===== src/rtl/i2c_pr_pkg.sv =====
`timescale 1ns/1ps
package i2c_pr_pkg;
   localparam int BYTE_W = 8;

   typedef enum logic [2:0] {
      ST_IDLE,
      ST_ADDR,
      ST_ADDR_ACK,
      ST_WDATA,
      ST_WACK,
      ST_RDATA,
      ST_RACK,
      ST_IGNORE
   } pr_state_t;
endpackage


===== src/rtl/i2c_pr_glitch.sv =====
`timescale 1ns/1ps
// Synchronizer plus majority-free glitch filter: the output follows the
// input only after FILT_LEN consecutive equal samples.
module i2c_pr_glitch #(
   parameter int SYNC_STAGES = 2,
   parameter int FILT_LEN    = 3
) (
   input  logic clk,
   input  logic rst_n,
   input  logic din,
   output logic dout
);
   logic [SYNC_STAGES-1:0] sync_q;
   logic                   synced;

   always_ff @(posedge clk) begin
      if (!rst_n) sync_q <= '1;
      else        sync_q <= {sync_q[SYNC_STAGES-2:0], din};
   end
   assign synced = sync_q[SYNC_STAGES-1];

   generate
      if (FILT_LEN == 1) begin : g_nofilt
         always_ff @(posedge clk) begin
            if (!rst_n) dout <= 1'b1;
            else        dout <= synced;
         end
      end else begin : g_filt
         logic [FILT_LEN-2:0] hist_q;
         logic [FILT_LEN-1:0] win;
         assign win = {hist_q, synced};
         always_ff @(posedge clk) begin
            if (!rst_n) begin
               hist_q <= '1;
               dout   <= 1'b1;
            end else begin
               hist_q <= win[FILT_LEN-2:0];
               if (&win)       dout <= 1'b1;
               else if (~|win) dout <= 1'b0;
            end
         end
      end
   endgenerate
endmodule


===== src/rtl/i2c_pr_events.sv =====
`timescale 1ns/1ps
// Bus condition detector working on the filtered lines.
module i2c_pr_events (
   input  logic clk,
   input  logic rst_n,
   input  logic scl,
   input  logic sda,
   output logic scl_rise,
   output logic scl_fall,
   output logic start_det,
   output logic stop_det
);
   logic scl_q, sda_q;

   always_ff @(posedge clk) begin
      if (!rst_n) begin
         scl_q <= 1'b1;
         sda_q <= 1'b1;
      end else begin
         scl_q <= scl;
         sda_q <= sda;
      end
   end

   assign scl_rise  = scl & ~scl_q;
   assign scl_fall  = ~scl & scl_q;
   assign start_det = scl & scl_q & sda_q & ~sda;
   assign stop_det  = scl & scl_q & ~sda_q & sda;
endmodule


===== src/rtl/i2c_pr_regfile.sv =====
`timescale 1ns/1ps
// Page selector at address 0 plus NUM_PAGES banks of paged registers.
module i2c_pr_regfile
   import i2c_pr_pkg::*;
#(
   parameter int NUM_PAGES = 2,
   parameter int ADDR_W    = 7
) (
   input  logic              clk,
   input  logic              rst_n,
   input  logic              wr_en,
   input  logic [ADDR_W-1:0] wr_addr,
   input  logic [BYTE_W-1:0] wr_data,
   input  logic [ADDR_W-1:0] rd_addr,
   output logic [BYTE_W-1:0] rd_data
);
   localparam int REGS   = 1 << ADDR_W;
   localparam int PAGE_W = $clog2(NUM_PAGES);

   logic [BYTE_W-1:0] page_q;
   logic [PAGE_W-1:0] act_page;
   logic [BYTE_W-1:0] page_rd [NUM_PAGES];
   logic              sel_wr;

   assign act_page = page_q[PAGE_W-1:0];
   assign sel_wr   = wr_en && (wr_addr == '0);

   always_ff @(posedge clk) begin
      if (!rst_n)      page_q <= '0;
      else if (sel_wr) page_q <= wr_data;
   end

   generate
      for (genvar p = 0; p < NUM_PAGES; p++) begin : g_page
         logic [BYTE_W-1:0] cells [REGS];
         logic              bank_wr;
         assign bank_wr = wr_en && (wr_addr != '0) && (act_page == PAGE_W'(p));
         always_ff @(posedge clk) begin
            if (!rst_n) begin
               for (int i = 0; i < REGS; i++) cells[i] <= '0;
            end else if (bank_wr) begin
               cells[wr_addr] <= wr_data;
            end
         end
         assign page_rd[p] = cells[rd_addr];
      end
   endgenerate

   assign rd_data = (rd_addr == '0) ? page_q : page_rd[act_page];
endmodule


===== src/rtl/i2c_paged_regs.sv =====
`timescale 1ns/1ps
module i2c_paged_regs
   import i2c_pr_pkg::*;
#(
   parameter logic [6:0] DEV_ADDR    = 7'h2C,
   parameter int         NUM_PAGES   = 2,
   parameter int         ADDR_W      = 7,
   parameter int         SYNC_STAGES = 2,
   parameter int         FILT_LEN    = 3
) (
   input  logic clk,
   input  logic rst_n,
   input  logic scl_i,
   input  logic sda_i,
   output logic sda_oe
);
   localparam logic [2:0] LAST_BIT = 3'd7;

   generate
      if (NUM_PAGES < 2 || NUM_PAGES > 256 || (NUM_PAGES & (NUM_PAGES - 1)) != 0) begin : g_bad_pages
         $error("NUM_PAGES must be a power of two between 2 and 256");
      end
      if (ADDR_W < 1 || ADDR_W > 7) begin : g_bad_addr
         $error("ADDR_W must lie between 1 and 7");
      end
      if (SYNC_STAGES < 2) begin : g_bad_sync
         $error("SYNC_STAGES must be at least 2");
      end
      if (FILT_LEN < 1) begin : g_bad_filt
         $error("FILT_LEN must be at least 1");
      end
   endgenerate

   logic scl_f, sda_f;
   logic scl_rise, scl_fall, start_det, stop_det;

   i2c_pr_glitch #(.SYNC_STAGES(SYNC_STAGES), .FILT_LEN(FILT_LEN)) u_scl_flt (
      .clk(clk), .rst_n(rst_n), .din(scl_i), .dout(scl_f));
   i2c_pr_glitch #(.SYNC_STAGES(SYNC_STAGES), .FILT_LEN(FILT_LEN)) u_sda_flt (
      .clk(clk), .rst_n(rst_n), .din(sda_i), .dout(sda_f));

   i2c_pr_events u_evt (
      .clk(clk), .rst_n(rst_n), .scl(scl_f), .sda(sda_f),
      .scl_rise(scl_rise), .scl_fall(scl_fall),
      .start_det(start_det), .stop_det(stop_det));

   pr_state_t         state_q;
   logic [2:0]        bit_cnt;
   logic              got_q;
   logic              first_q;
   logic              rd_q;
   logic              mack_q;
   logic              sda_oe_q;
   logic [BYTE_W-1:0] rx_sr;
   logic [BYTE_W-1:0] tx_sr;
   logic [ADDR_W-1:0] ptr_q;
   logic [BYTE_W-1:0] rd_data;
   logic              wr_en;

   assign wr_en  = (state_q == ST_WDATA) && scl_fall && got_q && !first_q;
   assign sda_oe = sda_oe_q;

   i2c_pr_regfile #(.NUM_PAGES(NUM_PAGES), .ADDR_W(ADDR_W)) u_regs (
      .clk(clk), .rst_n(rst_n),
      .wr_en(wr_en), .wr_addr(ptr_q), .wr_data(rx_sr),
      .rd_addr(ptr_q), .rd_data(rd_data));

   always_ff @(posedge clk) begin
      if (!rst_n) begin
         state_q  <= ST_IDLE;
         bit_cnt  <= '0;
         got_q    <= 1'b0;
         first_q  <= 1'b0;
         rd_q     <= 1'b0;
         mack_q   <= 1'b0;
         sda_oe_q <= 1'b0;
         rx_sr    <= '0;
         tx_sr    <= '0;
         ptr_q    <= '0;
      end else if (start_det) begin
         state_q  <= ST_ADDR;
         bit_cnt  <= '0;
         got_q    <= 1'b0;
         sda_oe_q <= 1'b0;
      end else if (stop_det) begin
         state_q  <= ST_IDLE;
         got_q    <= 1'b0;
         sda_oe_q <= 1'b0;
      end else begin
         case (state_q)
            ST_ADDR, ST_WDATA: begin
               if (scl_rise) begin
                  rx_sr   <= {rx_sr[BYTE_W-2:0], sda_f};
                  bit_cnt <= bit_cnt + 3'd1;
                  if (bit_cnt == LAST_BIT) got_q <= 1'b1;
               end else if (scl_fall && got_q) begin
                  got_q <= 1'b0;
                  if (state_q == ST_ADDR) begin
                     if (rx_sr[BYTE_W-1:1] == DEV_ADDR) begin
                        rd_q     <= rx_sr[0];
                        sda_oe_q <= 1'b1;
                        state_q  <= ST_ADDR_ACK;
                     end else begin
                        state_q  <= ST_IGNORE;
                     end
                  end else begin
                     if (first_q) begin
                        ptr_q   <= rx_sr[ADDR_W-1:0];
                        first_q <= 1'b0;
                     end else begin
                        ptr_q   <= ptr_q + ADDR_W'(1);
                     end
                     sda_oe_q <= 1'b1;
                     state_q  <= ST_WACK;
                  end
               end
            end
            ST_ADDR_ACK: begin
               if (scl_fall) begin
                  bit_cnt <= '0;
                  got_q   <= 1'b0;
                  if (rd_q) begin
                     tx_sr    <= rd_data;
                     sda_oe_q <= ~rd_data[BYTE_W-1];
                     state_q  <= ST_RDATA;
                  end else begin
                     first_q  <= 1'b1;
                     sda_oe_q <= 1'b0;
                     state_q  <= ST_WDATA;
                  end
               end
            end
            ST_WACK: begin
               if (scl_fall) begin
                  bit_cnt  <= '0;
                  sda_oe_q <= 1'b0;
                  state_q  <= ST_WDATA;
               end
            end
            ST_RDATA: begin
               if (scl_rise) begin
                  bit_cnt <= bit_cnt + 3'd1;
                  if (bit_cnt == LAST_BIT) got_q <= 1'b1;
               end else if (scl_fall) begin
                  if (got_q) begin
                     got_q    <= 1'b0;
                     sda_oe_q <= 1'b0;
                     state_q  <= ST_RACK;
                  end else begin
                     tx_sr    <= {tx_sr[BYTE_W-2:0], 1'b0};
                     sda_oe_q <= ~tx_sr[BYTE_W-2];
                  end
               end
            end
            ST_RACK: begin
               if (scl_rise) begin
                  mack_q <= ~sda_f;
                  if (!sda_f) ptr_q <= ptr_q + ADDR_W'(1);
               end else if (scl_fall) begin
                  if (mack_q) begin
                     bit_cnt  <= '0;
                     tx_sr    <= rd_data;
                     sda_oe_q <= ~rd_data[BYTE_W-1];
                     state_q  <= ST_RDATA;
                  end else begin
                     sda_oe_q <= 1'b0;
                     state_q  <= ST_IGNORE;
                  end
               end
            end
            default: begin
               sda_oe_q <= 1'b0;
            end
         endcase
      end
   end
endmodule


===== config.mk =====
export PLATFORM = sky130hd
export DESIGN_NAME = i2c_paged_regs
export DESIGN_NICKNAME = d
export VERILOG_FILES = /design/src/rtl/i2c_pr_pkg.sv /design/src/rtl/i2c_pr_glitch.sv /design/src/rtl/i2c_pr_events.sv /design/src/rtl/i2c_pr_regfile.sv /design/src/rtl/i2c_paged_regs.sv
export SDC_FILE = /design/constraint.sdc
export NUM_CORES = 2
export LEC_CHECK = 0
export CORE_ASPECT_RATIO = 2
export CORE_MARGIN = 4
export CORE_UTILIZATION = 59
export DETAILED_ROUTE_END_ITERATION = 8
export PLACE_DENSITY = 0.75
export SYNTH_ARGS = -nofsm -noshare
export SYNTH_HDL_FRONTEND = slang
export SYNTH_SLANG_ARGS = --single-unit

===== constraint.sdc =====
create_clock -name clk -period 6.9 [get_ports clk]
set_input_delay 1.725 -clock clk [delete_from_list [all_inputs] [get_ports clk]]
set_output_delay 1.725 -clock clk [all_outputs]
set_load 0.02 [all_outputs]

Yosys cells after proc, flatten, opt, wreduce, memory -nomap -nowiden
Memory sizes are Yosys's and may differ from the RTL's. A register that Yosys moved wholly into a read port is not among the register bits.
Index checks and enable logic that the tools add are counted.
{"block": "totals", "wordCells": 208, "reg_bits": 53, "mem_bits_ro": 0, "ramBits": 2048, "memories": 2, "latch_bits": 0}
{"memory": "u_regs.g_page[0].cells", "words": 128, "word_bits": 8, "read_ports": 1, "rd_clocked_by_memory_dff": 1, "write_ports": 128, "line": "i2c_pr_regfile.sv:35", "rtl": "logic [BYTE_W-1:0] cells [REGS];"}
{"memory": "u_regs.g_page[1].cells", "words": 128, "word_bits": 8, "read_ports": 1, "rd_clocked_by_memory_dff": 1, "write_ports": 128, "line": "i2c_pr_regfile.sv:35"}
{"block": "classes", "n_mux": 85, "n_lt_le_gt_ge": 1, "n_reduce_logical": 42, "n_shift": 0, "n_mul": 0, "n_bitwise": 19, "div_mod_pow": 0, "n_addsub": 2, "eq_ne": 37}
{"operator": "$mux 7", "count": 20}
{"operator": "$mux 3", "count": 17}
{"operator": "$mux 8", "count": 6}
{"operator": "$ne 4x4->1 const B", "count": 9}
{"operator": "$mux 1", "count": 34}
{"operator": "$ne 2x2->1 const B", "count": 16}
{"operator": "$pmux 7 s3", "count": 1}
{"operator": "$reduce_and 10->1", "count": 2}
{"operator": "$reduce_and 8->1", "count": 2}
{"operator": "$reduce_or 8->1", "count": 2}
{"operator": "$pmux 3 s5", "count": 1}
{"operator": "$pmux 7 s2", "count": 1}
{"operator": "$reduce_and 7->1", "count": 2}
{"operator": "$reduce_bool 7->1", "count": 2}
{"operator": "$eq 3x3->1 const B", "count": 4}
{"operator": "$reduce_or 3->1", "count": 4}
{"operator": "$not 1->1", "count": 11}
{"operator": "$reduce_and 11->1", "count": 1}
{"operator": "$reduce_or 2->1", "count": 5}
{"operator": "$pmux 3 s3", "count": 1}
{"operator": "$reduce_and 9->1", "count": 1}
{"operator": "$reduce_bool 3->1", "count": 3}
{"operator": "$logic_and 1x1->1", "count": 8}
{"operator": "$reduce_and 4->1", "count": 2}
{"operator": "20 further kinds", "count": 31}

Depth between registers and ports, before layout
{"block": "logic_depth", "word_depth": 12, "depth_mapped": 12}

Cells and area by module
From an unflattened synthesis, not the netlist that was laid out.
{"block": "unflattened", "cells_unflattened": 7088, "area_unflattened_um2": 99042.5}
{"mod": "i2c_pr_regfile", "cells_per_inst": 6810, "n_inst": 1, "area_each_um2": 96681.5, "seq_area_each_um2": 61659.1}
{"mod": "i2c_paged_regs", "cells_per_inst": 246, "n_inst": 1, "area_each_um2": 1983.2, "seq_area_each_um2": 660.6}
{"mod": "i2c_pr_glitch", "cells_per_inst": 12, "n_inst": 2, "area_each_um2": 146.4, "seq_area_each_um2": 100.1}
{"mod": "i2c_pr_events", "cells_per_inst": 8, "n_inst": 1, "area_each_um2": 85.1, "seq_area_each_um2": 40.0}

Worst setup path after synthesis
Ideal clock, no wire load.
{"block": "synth_path", "kind": "input port to flip-flop", "start": "input rst_n", "end": "memory u_regs.g_page[1].cells[108][0], enable pin", "n_path_buf": 3, "setup_time_ns": 0.384, "required_ns": 6.516, "arrival_ns": 3.479, "cell_stages": 7, "path_slack_ns": 3.037, "path_cell_list": "buf_6 > nand2_1 > nor4_1 > nand3_1 > clkbuf_1 > clkbuf_1 > o21ai_0"}
{"item": "start, declared", "line": "i2c_paged_regs.sv:12", "rtl": "input logic rst_n,"}
{"item": "end, declared", "line": "i2c_pr_regfile.sv:35"}

==> flow_metrics.py <==
metrics = {
    "status": {
        "outcome": "complete, but fails checks",
        "violations": "max-capacitance violations, max-slew violations",
    },
    "sta": {
        "clock_skew_ps": 38.68,
        "fmax_mhz": 184.1,
        "setup_tns_ps": 0,
        "timing.final.crit_period_ps": 5430,
        "relSlewSlack_pct": -1.414,
        "hold_viol_final": 0,
        "rsz0062_at_grt": "false",
        "worstMarginPinSlew_ps": 1483,
        "slew_viol_final": 1,
        "setup_viol": 0,
        "finalCritPeriodShare_pct": 78.70,
        "whs_ps": 421.6,
    },
    "synth": {
        "synth-adder-area-share_pct": 0.05121,
        "synthArstFlopShare_pct": 0,
        "synth_xor_area_share_pct": 0.008962,
        "syn_avg_cell_area_um2": 14.45,
        "synth_compound_area_share_pct": 4.201,
        "synth_nets": 6772,
        "seq_area_frac_synth_pct": 64.16,
        "netlist_instances": 6764,
        "yosys_warnings": 0,
        "synth_top_family_by_area": "simple AND/OR/NAND/NOR gates",
        "synth_simple_gate_area_share_pct": 15.93,
        "synth_edf_count": 2048,
        "synthDistinctLibCells": 76,
        "ys_seq_elements": 2108,
        "synth_flop_cell": "edfxtp_1",
        "syn_area_mm2": 0.09772,
        "synth.area.mux_share_pct": 12.51,
    },
    "critical_path": {
        "crit_chain": "buf_4, buf_4, mux4_2, nor3_1, nor4_1, nand4_1, nor4_1, a221oi_1, a31oi_1",
        "critical_path_class": "register to register",
        "crit_buf_inv": 2,
        "worst-path-max-fanout": 39,
        "crit_required_ps": 7670,
        "critical_path.startpoint_type": "register",
        "cpMaxStageDelayCell": "dfxtp_4",
        "crit_family": "simple AND/OR/NAND/NOR gates",
        "cp-end-kind": "register",
        "slowest_delay_ps": 1080,
        "worstPathArrival_ps": 6200,
    },
    "clock_tree": {
        "cts_hold_buf": 0,
        "cts_max_level": 4,
        "clock_path_buffers": 4,
        "clock_latency_ps": 850,
        "cts_tree": "done",
        "cts_sinks": 2108,
        "clk_pin_slew_worst_paths_ps": 80,
        "root_buffer": "clkbuf_16",
        "post_cts_buffers": 0,
        "ctsResizeCount": 0,
        "cts_buffers": 183,
    },
    "min_path": {
        "hold_class": "register to register",
    },
    "drt": {
        "met3_length_um": 30990,
        "drcViolationCount": 0,
        "vias": 61190,
        "routed_wl_um": 310800,
        "top_layer": "met5",
        "drt_iter0_markers": 8740,
        "drtPass1Iterations": 9,
        "met1Wirelength_um": 88130,
        "via_per_inst": 6.947,
        "wl_per_cell_um": 35.29,
        "wl_met2_um": 152400,
        "ant_nets": 0,
    },
    "floorplanning": {
        "ios": 5,
        "rows": 211,
        "core_mm2": 0.1650,
        "dieArea_mm2": 0.1726,
        "fp.dieH_um": 583.6,
        "start_util_pct": 59.23,
        "die_width_um": 295.8,
    },
    "power": {
        "peakVddDrop_v": 0.0001665,
        "leakagePower_uw": 0.03428,
        "seqPwrFrac_pct": 57.3,
        "p_int_uw": 20440,
        "p_sw_share_pct": 21.21,
        "p_sw_uw": 5502,
        "p_per_area_mw_per_mm2": 246.3,
        "pwr-share-comb_pct": 3.0,
        "p_clk_share_pct": 39.6,
    },
    "grt": {
        "gr-total-overflow": 0,
        "grt_max_degree": 188,
        "grtUsageTotal_pct": 36.28,
        "antenna_found_initial": 24,
        "grt_pass1_wl_um": 438100,
        "grt_pass1_vias": 60810,
    },
    "placed_design": {
        "place_area_mm2": 0.09946,
        "gp_congestion": 1.015,
        "dp_hpwl_um": 205300,
        "placed_cells": 8460,
        "io_buffers": 4,
    },
    "layout": {
        "design_area_mm2": 0.1053,
        "final_util_pct": 63.84,
        "area_growth_pct": 7.794,
        "stdcell_count": 8809,
        "final_nets": 6528,
        "drive_above_1_share_pct": 15.43,
    },
    "flow_run": {
        "cap_violations": 1,
    },
}
==> cells in the mapped netlist, types with 9 or more instances <==
cell type     n  area [um2]
a211oi_1     19       142.6
a21boi_0     17       127.6
a21oi_1      50       250.2
a221oi_1     43       376.6
a22o_1       44       385.4
a22oi_1      69       518.0
a31oi_1      15       93.84
and2_1     1637       10240
and3_1      173        1082
buf_1        16       60.06
buf_2        62       310.3
buf_4        39       292.8
buf_6        35       394.1
clkbuf_1    488        1832
dfxtp_1      60        1201
edfxtp_1   2048       61500
inv_1        11       41.29
mux2_2        9       101.4
mux2i_1     115        1151
mux4_1       14       367.9
mux4_2      471       10610
nand2_1     176       660.6
nand2b_1     28       175.2
nand3_1      45       225.2
nand4_1      12       75.07
nor2_1      319        1197
nor2b_1      21       131.4
nor3_1      277        1386
nor4_1       11       68.82
o211ai_1     10       75.07
o21ai_0     272        1361
o22ai_1      40       250.2
==> layer usage <==
layer,up-vias,GRT usage [%]
li1,24770,-
met1,30450,37.64
met2,4519,59.67
met3,1439,8.473
met4,16,34.91
met5,-,0
==> area by class of cell <==
type                    instances  area, um2
flip-flops and latches       2108      62750
fillers                     11390      59660
multi-input cells            3992      32140
clock buffers                 212       4793
well taps                    2130       2665
repair buffers                222       1899
clock inverters               116      993.5
inverters                      13      57.56
diodes                         16      40.04
==> power groups by stage <==
stage	clock network, uW	logic, uW	registers, uW
6_report	10300	791	14900
5_1_grt	10800	811	14900
4_1_cts	10300	769	14900
3_5_place_dp	0	767	15100
3_3_place_gp	0	745	15100
2_1_floorplan	0	468	15000
==> final timing paths <==
kind                       start             endpoint  slack (ps)  depth (start not counted)
max                     register             tx_sr[2]        1470                          9
min          u_sda_flt.sync_q[0]  u_sda_flt.sync_q[1]         420                          1
max reg2reg             register             tx_sr[2]        1470                          9
min reg2reg  u_sda_flt.sync_q[0]  u_sda_flt.sync_q[1]         420                          1
==> registers in the layout (all words and copies together), names as in the netlist, named ones only <==
register / flops
u_sda_flt.g_filt.hist_q: 2
sda_oe: 1
bit_cnt: 3
rx_sr: 8
tx_sr: 7
u_evt.sda_q: 1
u_sda_flt.dout: 1
got_q: 1
u_sda_flt.sync_q: 2
state_q: 3
u_scl_flt.dout: 1
mack_q: 1
u_scl_flt.sync_q: 2
ptr_q: 7
u_regs.page_q: 8
u_evt.scl_q: 1
u_regs.g_page.cells: 2048
u_scl_flt.g_filt.hist_q: 2
first_q: 1
rd_q: 1
==> kinds of logic after synthesis <==
group	count (synthesis)
buffers and inverters	664
AO/OA/AOI/OAI	637
XOR/XNOR	1
AND/OR/NAND/NOR	2741
flip-flops	2108
multiplexers	609
adder cells (fa/ha/maj)	4
==> placed cells by master (no fill, tap or decap), drive strengths merged, types with 46 or more instances in the layout <==
master  synthesis  final
and3          173    173
dfxtp          60     60
nand2         176    176
buf           157    218
nor3          277    277
nor2          319    319
and2         1639   1639
o21ai         272    272
a22oi          69     69
a21oi          50     50
edfxtp       2048   2048
nand3          46     46
clkbuf        494    213
mux2i         115    115
clkinv          0     81
mux4          485    485
==> per-stage QoR <==
| stage | total power, uW | worst slack, ps |
|---|---|---|
| 6_report | 25940 | 1470 |
| 5_1_grt | 26470 | 1277 |
| 4_1_cts | 25910 | 2052 |
| 3_5_place_dp | 15910 | 1572 |
| 3_3_place_gp | 15860 | 1751 |
| 2_1_floorplan | 15440 | 3037 |
Note: power is estimated with default switching activity, not from simulation.
